[config.mk]
export PLATFORM = sky130hd
export DESIGN_NAME = rtc_core
export DESIGN_NICKNAME = d
export VERILOG_FILES = /design/src/rtl/rtc_pkg.sv /design/src/rtl/rtc_ctrl.sv /design/src/rtl/rtc_regs.sv /design/src/rtl/rtc_core.sv
export SDC_FILE = /design/constraint.sdc
export NUM_CORES = 1
export LEC_CHECK = 0
export ABC_CLOCK_PERIOD_IN_PS = 3700
export BUFFER_PORTS_ARGS = -buffer_cell sky130_fd_sc_hd__buf_2
export CAP_MARGIN = 20
export CORE_MARGIN = 8
export CORE_UTILIZATION = 50
export CTS_CLUSTER_DIAMETER = 150
export DETAILED_ROUTE_END_ITERATION = 8
export MAX_ROUTING_LAYER = met4
export PLACE_DENSITY = 0.81
export SLEW_MARGIN = 40
export SYNTH_ARGS = -nofsm -noshare
export SYNTH_HDL_FRONTEND = slang
export SYNTH_SLANG_ARGS = --single-unit
[constraint.sdc]
create_clock -name clk -period 3.7 [get_ports clk]
set_clock_uncertainty 0.2 [all_clocks]
set_input_delay 0.37 -clock clk [delete_from_list [all_inputs] [get_ports clk]]
set_output_delay 0.37 -clock clk [all_outputs]
set_load 0.01 [all_outputs]
[src/rtl/rtc_pkg.sv]
package rtc_pkg;
  localparam int DATA_W = 8;
  localparam int IDX_W  = 7;
  localparam int ALARM_N = 3;

  localparam logic [IDX_W-1:0] IX_SEC   = 7'd0;
  localparam logic [IDX_W-1:0] IX_MIN   = 7'd2;
  localparam logic [IDX_W-1:0] IX_HOUR  = 7'd4;
  localparam logic [IDX_W-1:0] IX_RATE  = 7'd10;
  localparam logic [IDX_W-1:0] IX_MODE  = 7'd11;
  localparam logic [IDX_W-1:0] IX_FLAG  = 7'd12;
  localparam logic [IDX_W-1:0] IX_STAT  = 7'd13;

  localparam logic [DATA_W-1:0] RATE_RST = 8'h26;
  localparam logic [DATA_W-1:0] MODE_RST = 8'h02;
  localparam logic [DATA_W-1:0] STAT_VAL = 8'h80;
  localparam logic [2:0]        DIV_RUN  = 3'b010;

  typedef enum logic [1:0] {
    PH_IDLE,
    PH_LEAD,
    PH_ADV,
    PH_DONE
  } upd_phase_t;

  typedef struct packed {
    logic raiseUip;
    logic advance;
    logic finish;
  } upd_strobe_t;
endpackage

[src/rtl/rtc_ctrl.sv]
module rtc_ctrl
  import rtc_pkg::*;
#(
  parameter int LEAD_CYCLES = 8
) (
  input  logic        clk,
  input  logic        rstN,
  input  logic        secTick,
  input  logic        dividerOk,
  input  logic        setMode,
  output upd_strobe_t strobe
);
  localparam int CNT_W = $clog2(LEAD_CYCLES + 1);
  localparam logic [CNT_W-1:0] CNT_LAST = CNT_W'(LEAD_CYCLES - 1);

  upd_phase_t phase;
  logic [CNT_W-1:0] leadCnt;

  always_comb begin
    strobe.raiseUip = (phase == PH_IDLE) && secTick && dividerOk && !setMode;
    strobe.advance  = (phase == PH_ADV) && !setMode;
    strobe.finish   = (phase == PH_DONE) && !setMode;
  end

  always_ff @(posedge clk or negedge rstN) begin
    if (!rstN) begin
      phase   <= PH_IDLE;
      leadCnt <= '0;
    end else if (phase != PH_IDLE && setMode) begin
      phase   <= PH_IDLE;
      leadCnt <= '0;
    end else begin
      case (phase)
        PH_IDLE: begin
          leadCnt <= '0;
          if (strobe.raiseUip) phase <= PH_LEAD;
        end
        PH_LEAD: begin
          if (leadCnt == CNT_LAST) phase <= PH_ADV;
          else leadCnt <= leadCnt + 1'b1;
        end
        PH_ADV:  phase <= PH_DONE;
        default: phase <= PH_IDLE;
      endcase
    end
  end

  assert_lead_bound_R6: assert property (@(posedge clk) disable iff (!rstN)
    (phase == PH_LEAD) |-> (leadCnt <= CNT_LAST));

  assert_adv_after_lead_R6: assert property (@(posedge clk) disable iff (!rstN)
    strobe.advance |-> ($past(phase) == PH_LEAD));
endmodule

[src/rtl/rtc_regs.sv]
module rtc_regs
  import rtc_pkg::*;
(
  input  logic              clk,
  input  logic              rstN,
  input  logic              busWe,
  input  logic              busRe,
  input  logic              busAddr,
  input  logic [DATA_W-1:0] busWdata,
  output logic [DATA_W-1:0] busRdata,
  input  logic [DATA_W-1:0] timeSec,
  input  logic [DATA_W-1:0] timeMin,
  input  logic [DATA_W-1:0] timeHour,
  input  upd_strobe_t       strobe,
  output logic              dividerOk,
  output logic              setMode,
  output logic              calLoad,
  output logic              irq
);
  logic [IDX_W-1:0]  idxReg;
  logic [DATA_W-2:0] rateReg;
  logic              uipFlag;
  logic [DATA_W-1:0] modeReg;
  logic [DATA_W-1:0] flagReg;
  logic [DATA_W-1:0] flagNext;
  logic [DATA_W-1:0] alarmReg [ALARM_N];
  logic [DATA_W-1:0] timeVec  [ALARM_N];
  logic [ALARM_N-1:0] alarmHit;

  logic wrIndex, wrData, rdData, wrMode, rdFlag;

  assign wrIndex = busWe && !busAddr;
  assign wrData  = busWe && busAddr;
  assign rdData  = busRe && busAddr;
  assign wrMode  = wrData && (idxReg == IX_MODE);
  assign rdFlag  = rdData && (idxReg == IX_FLAG);

  assign timeVec[0] = timeSec;
  assign timeVec[1] = timeMin;
  assign timeVec[2] = timeHour;

  assign dividerOk = (rateReg[6:4] == DIV_RUN);
  assign setMode   = modeReg[7];
  assign irq       = flagReg[7];

  for (genvar g = 0; g < ALARM_N; g++) begin : gAlarm
    localparam logic [IDX_W-1:0] MY_IDX = IDX_W'(2 * g + 1);
    always_ff @(posedge clk or negedge rstN) begin
      if (!rstN) alarmReg[g] <= '0;
      else if (wrData && idxReg == MY_IDX) alarmReg[g] <= busWdata;
    end
    assign alarmHit[g] = (alarmReg[g][7:6] == 2'b11) || (alarmReg[g] == timeVec[g]);
  end

  always_ff @(posedge clk or negedge rstN) begin
    if (!rstN) idxReg <= '0;
    else if (wrIndex) idxReg <= busWdata[IDX_W-1:0];
  end

  always_ff @(posedge clk or negedge rstN) begin
    if (!rstN) begin
      rateReg <= RATE_RST[DATA_W-2:0];
      modeReg <= MODE_RST;
    end else if (wrData) begin
      if (idxReg == IX_RATE) rateReg <= busWdata[DATA_W-2:0];
      if (idxReg == IX_MODE) modeReg <= busWdata;
    end
  end

  always_ff @(posedge clk or negedge rstN) begin
    if (!rstN) uipFlag <= 1'b0;
    else if (wrMode && busWdata[7]) uipFlag <= 1'b0;
    else if (strobe.finish) uipFlag <= 1'b0;
    else if (strobe.raiseUip) uipFlag <= 1'b1;
  end

  always_ff @(posedge clk or negedge rstN) begin
    if (!rstN) calLoad <= 1'b0;
    else calLoad <= wrMode && modeReg[7] && !busWdata[7];
  end

  always_comb begin
    flagNext = rdFlag ? '0 : flagReg;
    if (strobe.finish) begin
      if (modeReg[5] && (&alarmHit)) flagNext = flagNext | 8'hA0;
      if (modeReg[4]) flagNext = flagNext | 8'h90;
    end
  end

  always_ff @(posedge clk or negedge rstN) begin
    if (!rstN) flagReg <= '0;
    else flagReg <= flagNext;
  end

  always_comb begin
    busRdata = '0;
    if (rdData) begin
      case (idxReg)
        IX_SEC:  busRdata = timeSec;
        IX_MIN:  busRdata = timeMin;
        IX_HOUR: busRdata = timeHour;
        7'd1:    busRdata = alarmReg[0];
        7'd3:    busRdata = alarmReg[1];
        7'd5:    busRdata = alarmReg[2];
        IX_RATE: busRdata = {uipFlag, rateReg};
        IX_MODE: busRdata = modeReg;
        IX_FLAG: busRdata = flagReg;
        IX_STAT: busRdata = STAT_VAL;
        default: busRdata = '0;
      endcase
    end
  end

  assert_uip_at_adv_R6: assert property (@(posedge clk) disable iff (!rstN)
    strobe.advance |-> uipFlag);

  assert_set_clears_uip_R4: assert property (@(posedge clk) disable iff (!rstN)
    (wrMode && busWdata[7]) |=> !uipFlag);

  assert_read_clears_irq_R9: assert property (@(posedge clk) disable iff (!rstN)
    (rdFlag && !strobe.finish) |=> !irq);

  assert_flag_summary_R11: assert property (@(posedge clk) disable iff (!rstN)
    (flagReg[5] || flagReg[4]) |-> irq);
endmodule

[src/rtl/rtc_core.sv]
module rtc_core #(
  parameter int LEAD_CYCLES = 8
) (
  input  logic       clk,
  input  logic       rstN,
  input  logic       busWe,
  input  logic       busRe,
  input  logic       busAddr,
  input  logic [7:0] busWdata,
  output logic [7:0] busRdata,
  input  logic       secTick,
  input  logic [7:0] timeSec,
  input  logic [7:0] timeMin,
  input  logic [7:0] timeHour,
  output logic       calAdvance,
  output logic       calHold,
  output logic       calLoad,
  output logic       irq
);
  rtc_pkg::upd_strobe_t strobe;
  logic dividerOk;
  logic setMode;

  rtc_ctrl #(.LEAD_CYCLES(LEAD_CYCLES)) uCtrl (
    .clk      (clk),
    .rstN     (rstN),
    .secTick  (secTick),
    .dividerOk(dividerOk),
    .setMode  (setMode),
    .strobe   (strobe)
  );

  rtc_regs uRegs (
    .clk      (clk),
    .rstN     (rstN),
    .busWe    (busWe),
    .busRe    (busRe),
    .busAddr  (busAddr),
    .busWdata (busWdata),
    .busRdata (busRdata),
    .timeSec  (timeSec),
    .timeMin  (timeMin),
    .timeHour (timeHour),
    .strobe   (strobe),
    .dividerOk(dividerOk),
    .setMode  (setMode),
    .calLoad  (calLoad),
    .irq      (irq)
  );

  assign calAdvance = strobe.advance;
  assign calHold    = setMode;
endmodule

# After elaboration in Yosys (flattened, before gate mapping)
# Cells that the tools add are included.
# classes
eq_ne,23
n_addsub,1
n_reduce_logical,34
mux,16
# op_table
operator,n
case mux 8 bit (10 select lines),1
two-way mux 8 bit,5
equality test 7 x 4 -> 1 bit (second input constant),4
equality test 8 bit,3
logical AND 1 bit,18
equality test 7 x 2 -> 1 bit (second input constant),2
equality test 7 x 3 -> 1 bit (second input constant),2
equality test 2 bit (second input constant),5
two-way mux 4 bit,2
case mux 4 bit (2 select lines),1
AND reduction 2 bit,4
equality test 7 x 1 -> 1 bit (second input constant),1
logical NOT 7 bit,1
two-way mux 2 bit,3
case mux 2 bit (3 select lines),1
nonzero test 3 bit,2
adder 4 x 1 -> 4 bit (second input constant),1
equality test 4 x 3 -> 1 bit (second input constant),1
equality test 3 x 2 -> 1 bit (second input constant),1
logical NOT 1 bit,3
logical OR 1 bit,3
two-way mux 1 bit,3
inequality test 3 x 1 -> 1 bit (second input constant),1
inequality test 3 x 2 -> 1 bit (second input constant),1
5 further kinds,5
# word_totals
wordCells,85
input_bits,38
ff_bits,62

# Depth between registers and ports, before layout
# logic_depth
word_depth,7
ltp_mapped,7

# Hierarchy
# A second synthesis with hierarchy kept.
# unflattened
cells_unflattened,293
area_unflattened_um2,3423.3
# by_module_without_submodules
mod,cells_each,area_each_um2,n_inst,seq_area_each_um2
rtc_regs,253,2980.4,1,1281.2
rtc_ctrl,40,442.9,1,150.1

# Least setup slack after synthesis
# OpenSTA, ideal clock, no wires.
# synth_timing
path_kind,register to output
from,register uRegs.idxReg[2]
to,output busRdata[2]
setup_slack_ps,1288
n_path_buf,1
t_arrival_ps,1842
path_stages_with_launch,7
cell_sequence,dfrtp_1 > buf_6 > or3_4 > nor4b_4 > a22oi_1 > mux2_2 > a21oi_1
# synth_between
elab_chain_len,3
word_cells_on_any_way,12
# synth_lines
element,line_no,source
"start, declared",rtc_regs.sv:20,logic [IDX_W-1:0] idxReg;
"start signal, assigned",rtc_regs.sv:57,else if (wrIndex) idxReg <= busWdata[IDX_W-1:0];
"equality test 7 x 4 -> 1 bit, or another cell as far along",rtc_regs.sv:98,case (idxReg)
case mux 8 bit (10 select lines) *,rtc_regs.sv:98,
two-way mux 8 bit *,rtc_regs.sv:97,if (rdData) begin
"end, declared",rtc_core.sv:10,"output logic [7:0] busRdata,"
# Every way passes the cells marked *; elsewhere a longest branch is shown, timed or not.

# Worst setup path in the final report
# layout_timing
from,register uRegs.idxReg[3]
to,output busRdata[2]
# Same word-level chain as after synthesis.

==> summary.md <==
| Metric | Value |
|---|---|
| Initial antenna violation count | `0` |
| Share of cells above drive strength 1 | `0.365` |
| Initial Util | `0.519` |
| Startpoint types | `flip-flop` |
| Post-route ant nets | `0` |
| Outcome | `finished clean` |
| Slowest stage cell, crit path | `dfrtp_1` |
| EDFF count, synth | `0` |
| H-tree depth | `3` |
| Clock Sinks | `57` |
| Wire length on met1 | `3870 um` |
| Ys async rst share | `1.00` |
| CTS buffer count | `9` |
| Power, Total | `1980 uW` |
| Sum Neg Setup Slack | `0 ns` |
| Total GRT Usage | `0.195` |
| Tcrit/Tclk final | `0.830` |
| Final Slew Violations | `0` |
| FF-to-FF End | `uRegs.alarmReg[6]` |
| R2R Setup Slk | `1.09 ns` |
| Sequential element share of the synthesized area | `0.432` |
| Post-Syn Area per Cell | `11.3 sq um` |
| WL met3 | `611 um` |
| Leak | `0.00185 uW` |
| Root Driver | `clkbuf_8` |
| Area Overhead vs Synth | `16.1%` |
| Die height | `97.5 um` |
| CTS tree | `yes` |
| Vias in the first global route | `2,823` |
| Yosys cell types | `49` |
| Fill cell count | `522` |
| # nets final | `387` |
| Critical path arrival | `2.50 ns` |
| Power per cell area | `514 nW/um^2` |
| Met2 WL | `4240 um` |
| I/O pins | `50` |
| Crit-path max cell delay | `0.61 ns` |
| Vias per cell | `6.16` |
| WS Path Type | `reg2out` |
| Slew margin rel. | `0.457` |
| Clock latency on the worst-skew pair | `0.34 ns` |
| Yosys warnings | `0` |
| Worst vdd ir | `0.402 mV` |
| Diodes inserted | `0` |
| Endpoints failing hold | `0` |
| CTS clk-pin slew, worst paths | `0.07 ns` |
| Buf/Inv on CP | `1` |
| FF+latch count, synth | `57` |
| # rows | `29` |
| Largest net degree at the start of global routing | `44` |
| GPL Wtd Cong | `0.935` |
| Worst Path Max Fanout | `16` |
| Hold WC Path Type | `in2reg` |
| Congestion Overflow GR | `0` |
| R2R depth | `4` |
| Min-Delay Endpoint | `uRegs.uipFlag` |
| Postcts setup bufs | `0` |
| Max Cap Viol | `0` |
| Minimum clock period after layout | `3.07 ns` |
| Port Buffers | `49` |
| Unrepaired setup endpoints after global routing | `no` |
| Post-CTS sizing | `0` |
| DRC viols | `0` |
| Top layer in use | `met4` |
| Final setup fails | `0` |
| Synthesized instance count | `293` |
| Hold Path Stages | `2` |
| Crit-path leading delay family | `simple AND/OR/NAND/NOR gates` |
| Crit path required time | `3.13 ns` |
| Drt first-iter violations | `206` |
| Worst setup EP type | `primary output` |
| Drt wl/cell | `21.0 um` |
| Core area | `6390 sq um` |
| Synthesized Nets | `337` |
| CTS max path bufs | `2` |
| Post-DP HPWL | `6690 um` |
| Pre-Repair DR Iteration Count | `4` |
| First-pass GRT wire length | `14,400 um` |
| Ys flop type | `dfrtp_1` |
| Die area | `9500 sq um` |
| RR Startpoint | `uRegs.idxReg[3]` |
| Least-Margin Pin Slew | `0.813 ns` |
| Achievable frequency | `0.326 GHz` |
| Critical Path, Cell by Cell | `nor3_1 > and3_1 > a22oi_1 > mux2_2 > a21oi_1 > buf_2` |
| Hold path startpoint | `busWdata[7]` |
| Final core utilization | `0.603` |
| # hold bufs at CTS | `1` |
| Vias | `2,620` |
| Detailed Route WL | `8950 um` |
| Mapped Area | `3320 sq um` |
| Die Wd | `97.5 um` |
## cell usage after synthesis, types with 2 or more instances
| master | n | area share |
|---|---|---|
| dfrtp_1 | 53 | 0.40 |
| mux2_2 | 49 | 0.17 |
| xor2_1 | 24 | 0.063 |
| mux2i_1 | 17 | 0.051 |
| nand2_1 | 14 | 0.016 |
| a21oi_1 | 12 | 0.018 |
| nor2_1 | 10 | 0.011 |
| clkbuf_1 | 8 | 0.0091 |
| nor4_1 | 7 | 0.013 |
| a22oi_1 | 6 | 0.014 |
| ha_1 | 6 | 0.023 |
| o21ai_0 | 6 | 0.0091 |
| and3_1 | 5 | 0.0094 |
| nand3_1 | 5 | 0.0075 |
| nor2b_1 | 5 | 0.0094 |
| a22o_1 | 4 | 0.011 |
| a31oi_1 | 4 | 0.0075 |
| dfstp_2 | 4 | 0.032 |
| inv_1 | 4 | 0.0045 |
| nand3b_1 | 4 | 0.0091 |
| nor3_1 | 4 | 0.0060 |
| o22ai_1 | 4 | 0.0075 |
| a221oi_1 | 3 | 0.0079 |
| buf_1 | 3 | 0.0034 |
| a211oi_1 | 2 | 0.0045 |
| a32oi_1 | 2 | 0.0053 |
| and2_1 | 2 | 0.0038 |
| buf_2 | 2 | 0.0030 |
| mux4_2 | 2 | 0.014 |
| nor3_2 | 2 | 0.0060 |
| nor3b_1 | 2 | 0.0045 |
## worst max path at each step
| stage | endpoint | slack (ns) | start | cells after the start |
|---|---|---|---|---|
| after global routing | busRdata[2] | 0.49 | uRegs.idxReg[1] | 6 |
| after global placement | busRdata[2] | 1.10 | uRegs.idxReg[1] | 6 |
| after CTS | busRdata[2] | 0.68 | uRegs.idxReg[1] | 6 |
| final | busRdata[2] | 0.63 | uRegs.idxReg[3] | 6 |
| after floorplan | busRdata[2] | 1.29 | uRegs.idxReg[2] | 6 |
| after detailed placement | busRdata[2] | 1.08 | uRegs.idxReg[1] | 6 |
## state kept, by name (all words and copies together), names as in the netlist
register	cells
uCtrl.phase	2
uRegs.modeReg	8
uRegs.uipFlag	1
uRegs.idxReg	7
uRegs.calLoad	1
uRegs.rateReg	7
uRegs.flagReg	3
uCtrl.leadCnt	4
uRegs.alarmReg	24
## kinds of logic (layout without fill, tap and decap cells)
| family | Yosys count | count (layout) | share of synthesized area |
|---|---|---|---|
| flops | 57 | 57 | 0.432 |
| fa+ha+maj | 6 | 6 | 0.0226 |
| mux | 68 | 68 | 0.231 |
| xor+xnor | 24 | 24 | 0.0634 |
| buf+inv | 18 | 73 | 0.0234 |
| simple gates | 69 | 69 | 0.123 |
| compound gates | 51 | 51 | 0.105 |
## per-layer routing
layer	vias to the layer above	global-route usage
met5	-	-
met4	0	0.0862
met3	22	0.0562
met2	109	0.295
met1	1303	0.237
li1	1186	-
## where the power goes
group	leakage, uW	internal [uW]	switching (uW)
Combinational	0.000992	235	232
Sequential	0.000749	728	136
Clock	0.000113	396	253
## layout by cell type (no fill, tap or decap), types with 2 or more instances in the layout
cell | Yosys | routed
clkinv_2 | 0 | 2
mux2i_1 | 17 | 17
buf_2 | 2 | 48
a221oi_1 | 3 | 3
nor4_1 | 7 | 7
a21oi_1 | 12 | 12
xor2_1 | 24 | 24
clkbuf_8 | 0 | 10
a32oi_1 | 2 | 2
o21ai_0 | 6 | 6
nor3_1 | 4 | 4
o22ai_1 | 4 | 4
and3_1 | 5 | 5
a22o_1 | 4 | 4
a22oi_1 | 6 | 6
nand3_1 | 5 | 5
mux2_2 | 49 | 49
dfrtp_1 | 53 | 53
dfstp_2 | 4 | 4
a211oi_1 | 2 | 2
a31oi_1 | 4 | 4
nor3b_1 | 2 | 2
mux4_2 | 2 | 2
nand3b_1 | 4 | 4
ha_1 | 6 | 6
inv_1 | 4 | 4
bufinv_16 | 0 | 2
buf_4 | 0 | 4
nor2_1 | 10 | 10
nor2b_1 | 5 | 5
nand2_1 | 14 | 14
nor3_2 | 2 | 2
and2_1 | 2 | 2
## final cells by class
| class | count | area (sq um) | share of cell area |
|---|---|---|---|
| multi-input combinational | 218 | 1810 | 0.469 |
| sequential | 57 | 1430 | 0.372 |
| timing repair buffer | 53 | 280 | 0.0728 |
| clock buffer | 11 | 141 | 0.0367 |
| tap | 77 | 96.3 | 0.0250 |
| clock inverter | 5 | 78.8 | 0.0205 |
| inverter | 4 | 15.0 | 0.00390 |
## per-stage QoR
step	instance area, sq um	worst slack, ns	hold slack [ns]	instances
3_5_place_dp	3620	1.08	0.196	408
3_3_place_gp	3620	1.10	0.288	408
4_1_cts	3850	0.681	0.0987	425
6_report	3850	0.630	0.103	425
5_1_grt	3850	0.488	0.125	425
2_1_floorplan	3320	1.29	-0.126	293
Note: power is estimated with default switching activity, not from simulation.
